===== src/rtl/rxq_pkg.sv =====
package rxq_pkg;
  localparam int unsigned DATA_W = 8;

  typedef struct packed {
    logic              brk;
    logic              frm;
    logic              par;
    logic [DATA_W-1:0] data;
  } rxq_ent_t;

  // threshold chosen by the 2-bit select, scaled from the queue depth
  function automatic int unsigned trig_level(input logic [1:0] sel,
                                             input int unsigned depth);
    case (sel)
      2'd0:    return 1;
      2'd1:    return depth / 4;
      2'd2:    return depth / 2;
      default: return depth - 2;
    endcase
  endfunction
endpackage


===== src/rtl/rxq_store.sv =====
module rxq_store
  import rxq_pkg::*;
#(
  parameter int unsigned DEPTH = 16,
  localparam int unsigned PTR_W = $clog2(DEPTH),
  localparam int unsigned CNT_W = $clog2(DEPTH + 1)
) (
  input  logic             clk,
  input  logic             rst_n,
  input  logic             clr,
  input  logic             push,
  input  rxq_ent_t         push_ent,
  input  logic             pop,
  output rxq_ent_t         head_ent,
  output logic [CNT_W-1:0] occ
);
  rxq_ent_t         mem [DEPTH];
  logic [PTR_W-1:0] wr_ptr, rd_ptr;

  function automatic logic [PTR_W-1:0] ptr_next(input logic [PTR_W-1:0] p);
    return (p == PTR_W'(DEPTH - 1)) ? '0 : p + 1'b1;
  endfunction

  always_ff @(posedge clk) begin
    if (push && !clr) mem[wr_ptr] <= push_ent;
  end

  always_ff @(posedge clk or negedge rst_n) begin
    if (!rst_n) begin
      wr_ptr <= '0;
      rd_ptr <= '0;
      occ    <= '0;
    end else if (clr) begin
      wr_ptr <= '0;
      rd_ptr <= '0;
      occ    <= '0;
    end else begin
      if (push) wr_ptr <= ptr_next(wr_ptr);
      if (pop)  rd_ptr <= ptr_next(rd_ptr);
      occ <= occ + CNT_W'(push) - CNT_W'(pop);
    end
  end

  assign head_ent = (occ != '0) ? mem[rd_ptr] : '0;
endmodule


===== src/rtl/rxq_break_gate.sv =====
module rxq_break_gate (
  input  logic clk,
  input  logic rst_n,
  input  logic brk_stored,
  input  logic line_mark,
  input  logic start_det,
  output logic blocked
);
  logic mark_seen;

  always_ff @(posedge clk or negedge rst_n) begin
    if (!rst_n) begin
      blocked   <= 1'b0;
      mark_seen <= 1'b0;
    end else if (brk_stored) begin
      blocked   <= 1'b1;
      mark_seen <= 1'b0;
    end else if (blocked) begin
      if (mark_seen && start_det) begin
        blocked   <= 1'b0;
        mark_seen <= 1'b0;
      end else if (line_mark) begin
        mark_seen <= 1'b1;
      end
    end
  end
endmodule


===== src/rtl/rxq_idle_timer.sv =====
module rxq_idle_timer #(
  parameter int unsigned TMO_CHARS = 4,
  localparam int unsigned TW = $clog2(TMO_CHARS + 1)
) (
  input  logic clk,
  input  logic rst_n,
  input  logic restart,
  input  logic tick,
  output logic expired
);
  logic [TW-1:0] idle_cnt;

  always_ff @(posedge clk or negedge rst_n) begin
    if (!rst_n)                                    idle_cnt <= '0;
    else if (restart)                              idle_cnt <= '0;
    else if (tick && idle_cnt != TW'(TMO_CHARS))   idle_cnt <= idle_cnt + 1'b1;
  end

  assign expired = (idle_cnt == TW'(TMO_CHARS));
endmodule


===== src/rtl/rxq_buffer.sv =====
module rxq_buffer
  import rxq_pkg::*;
#(
  parameter int unsigned DEPTH     = 16,
  parameter int unsigned TMO_CHARS = 4,
  localparam int unsigned CNT_W    = $clog2(DEPTH + 1)
) (
  input  logic              clk,
  input  logic              rst_n,
  input  logic              fifo_on,
  input  logic              flush,
  input  logic [1:0]        trig_sel,
  input  logic              char_vld,
  input  logic [DATA_W-1:0] char_data,
  input  logic              char_brk,
  input  logic              char_frm,
  input  logic              char_par,
  input  logic              line_mark,
  input  logic              start_det,
  input  logic              char_tick,
  input  logic              rd_stb,
  input  logic              lsr_rd,
  output logic [DATA_W-1:0] rd_data,
  output logic              head_brk,
  output logic              head_frm,
  output logic              head_par,
  output logic              data_rdy,
  output logic              trig_hit,
  output logic              tmo_flag,
  output logic              ovr_flag,
  output logic              err_any
);
  // named internal events, also observed by the checker
  logic             clr_evt, live, blocked, offer_evt, full;
  logic             acc_evt, ovr_evt, pop_evt, wr_err_evt, tmo_raw;
  logic [CNT_W-1:0] occ;
  rxq_ent_t         head_ent, new_ent;

  assign clr_evt    = !fifo_on || flush;
  assign live       = !clr_evt;
  assign full       = (occ == CNT_W'(DEPTH));
  assign offer_evt  = char_vld && live && !blocked;
  assign acc_evt    = offer_evt && !full;
  assign ovr_evt    = offer_evt && full;
  assign pop_evt    = rd_stb && live && (occ != '0);
  assign wr_err_evt = acc_evt && (char_brk || char_frm || char_par);

  always_comb begin
    new_ent.brk  = char_brk;
    new_ent.frm  = char_frm;
    new_ent.par  = char_par;
    new_ent.data = char_brk ? '0 : char_data;
  end

  rxq_store #(.DEPTH(DEPTH)) u_store (
    .clk(clk), .rst_n(rst_n), .clr(clr_evt), .push(acc_evt),
    .push_ent(new_ent), .pop(pop_evt), .head_ent(head_ent), .occ(occ)
  );

  rxq_break_gate u_gate (
    .clk(clk), .rst_n(rst_n), .brk_stored(acc_evt && char_brk),
    .line_mark(line_mark), .start_det(start_det), .blocked(blocked)
  );

  rxq_idle_timer #(.TMO_CHARS(TMO_CHARS)) u_timer (
    .clk(clk), .rst_n(rst_n),
    .restart(clr_evt || acc_evt || pop_evt || occ == '0),
    .tick(char_tick), .expired(tmo_raw)
  );

  always_ff @(posedge clk or negedge rst_n) begin
    if (!rst_n) begin
      ovr_flag <= 1'b0;
      err_any  <= 1'b0;
    end else begin
      if (ovr_evt)         ovr_flag <= 1'b1;
      else if (lsr_rd)     ovr_flag <= 1'b0;
      if (wr_err_evt)      err_any  <= 1'b1;
      else if (lsr_rd)     err_any  <= 1'b0;
    end
  end

  assign rd_data  = head_ent.data;
  assign head_brk = head_ent.brk;
  assign head_frm = head_ent.frm;
  assign head_par = head_ent.par;
  assign data_rdy = (occ != '0);
  assign trig_hit = (occ >= CNT_W'(trig_level(trig_sel, DEPTH)));
  assign tmo_flag = tmo_raw && data_rdy;
endmodule


===== config.mk =====
export PLATFORM = sky130hd
export DESIGN_NAME = rxq_buffer
export DESIGN_NICKNAME = d
export VERILOG_FILES = /design/src/rtl/rxq_pkg.sv /design/src/rtl/rxq_store.sv /design/src/rtl/rxq_break_gate.sv /design/src/rtl/rxq_idle_timer.sv /design/src/rtl/rxq_buffer.sv
export SDC_FILE = /design/constraint.sdc
export NUM_CORES = 1
export LEC_CHECK = 0
export BUFFER_PORTS_ARGS = -buffer_cell sky130_fd_sc_hd__buf_2
export CAP_MARGIN = 20
export CORE_MARGIN = 5
export CORE_UTILIZATION = 30
export CTS_CLUSTER_DIAMETER = 200
export DETAILED_ROUTE_END_ITERATION = 8
export GPL_TIMING_DRIVEN = 1
export SYNTH_ARGS = -nofsm -noshare
export SYNTH_HDL_FRONTEND = slang
export SYNTH_SLANG_ARGS = --single-unit

===== constraint.sdc =====
create_clock -name clk -period 4.1 [get_ports clk]
set_input_delay 1.23 -clock clk [delete_from_list [all_inputs] [get_ports clk]]
set_output_delay 1.23 -clock clk [all_outputs]
set_load 0.03 [all_outputs]

==> results.md <==
* Outcome: finished clean
* RR Startpoint: u_store.occ[3]
* # fillers at roughly 2500
* Synth top cells by count: 176 x edfxtp_1, 44 x mux4_2, 25 x nor2_1
* Post-Syn Instances at about 450
* CTS tree: built
* Layout cells sized above 1 at around 29%
* Final HPWL DP at ~11000 um
* Cell family with most CP delay: simple AND/OR/NAND/NOR gates
* Final min period at between 3 and 4 ns
* Final Hold Viols at 0
* GRT Total Usage at about an eighth
* RD Place Congestion at 0.745
* Gr ovfl total at 0
* Sequential area share after synthesis at between 70 and 80%
* CP Capture Type: output port
* Die area at 30400 um^2
* GR met1 Demand/Resource at between 10% and 20%
* DP Worst Slack at around 0.26 ns
* H-Tree Depth at 4
* R2R Path End: u_store.occ[4]
* R2R depth at 15
* Hold WS at 0.522 ns
* Clk sinks at 196
* Arr. time, crit path at 2.69 ns
* Hold Path End: err_any
* Syn_nets at slightly below 500
* Area grow syn2layout at 16.2%
* Grt met3 use at under 10%
* Diodes inserted at 0
* DR pass1 iterations at 4
* Reg-to-reg slack, setup at ~0.97 ns
* PD cells at 422 nW/um^2
* Post-synth EDFFs at ~180
* Distinct cells, synth at 45
* WL per Instance at 20.4 um
* Setup TNS at 0 ns
* Top Ports at 39
* Met2 Use GR at 18.7%
* Slew HR at between 30% and 40%
* Largest net degree at the start of global routing at 49
* Leading area contributor after synthesis: edfxtp_1
* Detail Route Antenna Nets at 0
* VDD IR-drop max at between 0.2 and 0.3 mV
* Synth top area cells: edfxtp_1 65%, mux4_2 12%, dfrtp_1 6.2%
* Die height at about 170 um
* Hold WC Path Type: flip-flop to flip-flop
* Slowest stage cell, crit path: or2b_1
* Final Max Slew Viols at 0
* Vias/cell at ~5
* Hold path depth at 1
* CORE AREA at 26800 um^2
* Least-Margin Pin Slew at 1.04 ns
* GRT Max-Usage Layer: met2
* Fin crit share at 95.5%
* DRC errors left at 0
* First-pass GRT wire length at 27200 um
* Power after layout at ~0.004 W
* Chip Width at approximately 170 um
* Clk pin slew, worst setup/hold paths at 0.07 ns
* Most used DFF post-synth: edfxtp_1
* Initial antenna violation count at 1
* Final core utilization at 35.1%
* Post CTS Setup Buffer Count at 0
* Most numerous cell in the Yosys netlist: edfxtp_1
* #FFs+latches synth at around 200
* DR iter-0 viols at 373
* Min-delay src: err_any
* Critical path launch point type: flip-flop
* Setup slack after layout at between 0.15 and 0.2 ns
* Fmax at about 260 MHz
* Worst-skew pair later-pin latency at roughly 0.43 ns
* Initial core utilization at between 30% and 40%
* CP cell instances: inv_1, ha_1, nor4b_2, inv_2, or2b_1, o21ai_1, buf_2
* Post-Synthesis Cell Area at between 8000 and 9000 um^2
* Critical path class: flip-flop to output port
* Max clock buf depth at 2
* Synth top area share at 65.2%
* Vias in the first global route at between 4000 and 5000
* Number of max-cap violations at 0
* Critical path required time at around 2.9 ns
* RSZ-0062 raised after global routing: no
* Clock Skew at just under 0.009 ns
* Final nets at between 500 and 600
* Max stage delay on crit path at around 0.56 ns
* Port Buffers at 38
* Setup violators final at 0
* Synth Area per Inst at about 18 um^2
* Synth warnings at 0
* Row count at 60
* WP buf/inv at 3
* CTS buffer count at 17
* Async set-or-reset flop fraction in the synthesized netlist at slightly above 10%
* LEAKAGE at 3.12 nW
* Root buf cell: clkbuf_16
* Final wirelength at about 18000 um
* Crit Path Max Fanout at 11
* Routed via count at roughly 4200
[metal layers]
layer	vias up	wire length (um)
met1	2179	7690
met4	2	281
li1	1877	-
met3	27	1090
met2	155	8490
met5	-	13
[layout make-up]
cell class | instances | area, um^2 | share of cell area, %
Sequential cell | 196 | 5790 | 61.5
Multi-Input combinational cell | 209 | 2150 | 22.9
Clock buffer | 19 | 433 | 4.60
Timing Repair Buffer | 65 | 430 | 4.57
Tap cell | 341 | 427 | 4.53
Clock inverter | 13 | 118 | 1.25
Inverter | 18 | 67.6 | 0.717
[cells in the final DEF (no fill, tap or decap), types with 14 or more instances in the layout]
cell type | Yosys | final
nand2_1 | 16 | 16
edfxtp_1 | 176 | 176
buf_2 | 7 | 38
buf_4 | 1 | 24
inv_1 | 17 | 17
nor2_1 | 25 | 25
dfrtp_1 | 20 | 18
ha_1 | 17 | 17
mux4_2 | 44 | 44
clkbuf_16 | 0 | 17
a21oi_1 | 14 | 14
[kinds of logic after synthesis]
| kind of cell | Yosys count | share of synthesized area (%) |
|---|---|---|
| DFF | 196 | 71.3 |
| adders and majority gates | 18 | 2.87 |
| muxes | 55 | 13.6 |
| xor gates and xnor gates | 6 | 0.648 |
| and+or+nand+nor | 80 | 5.38 |
| buffers and inverters | 40 | 2.34 |
| AOI/OAI and AO/OA | 50 | 3.84 |
[per-stage QoR]
step / std cells / area (um^2)
2_1_floorplan: 445 / 8110
5_1_grt: 861 / 9420
4_1_cts: 860 / 9410
6_report: 861 / 9420
3_3_place_gp: 828 / 8860
3_5_place_dp: 828 / 8860
[state kept, by name, summed over array words and instances, names as in the netlist]
name and flops:
u_store.mem 176, u_store.occ 5, u_store.rd_ptr 4, u_store.wr_ptr 4, u_timer.idle_cnt 3, err_any 1
ovr_flag 1, u_gate.blocked 1, u_gate.mark_seen 1
[power by group]
| group | leakage [nW] | switching (W) | internal [W] |
|---|---|---|---|
| clock | 0.267 | 0.000752 | 0.000801 |
| combinational | 0.979 | 0.000134 | 0.0000722 |
| sequential | 1.87 | 0.0000167 | 0.00220 |
[worst max path at each step]
stage,startpoint,to,slack (ns),cells after the start
3_3_place_gp,trig_sel[0],trig_hit,0.28,8
4_1_cts,u_store.rd_ptr[0],head_par,0.1,5
5_1_grt,u_store.occ[3],rd_data[2],0.006,7
6_report,u_store.occ[3],rd_data[3],0.18,7
3_5_place_dp,trig_sel[0],trig_hit,0.26,8
2_1_floorplan,trig_sel[0],trig_hit,0.48,6
[timing repair]
action	in CTS	in global routing
hold buffers	0	0
setup endpoints to repair	0	3
resized for setup	0	1
hold endpoints to repair	0	0
No activity file was read; power rests on OpenSTA's default activity.
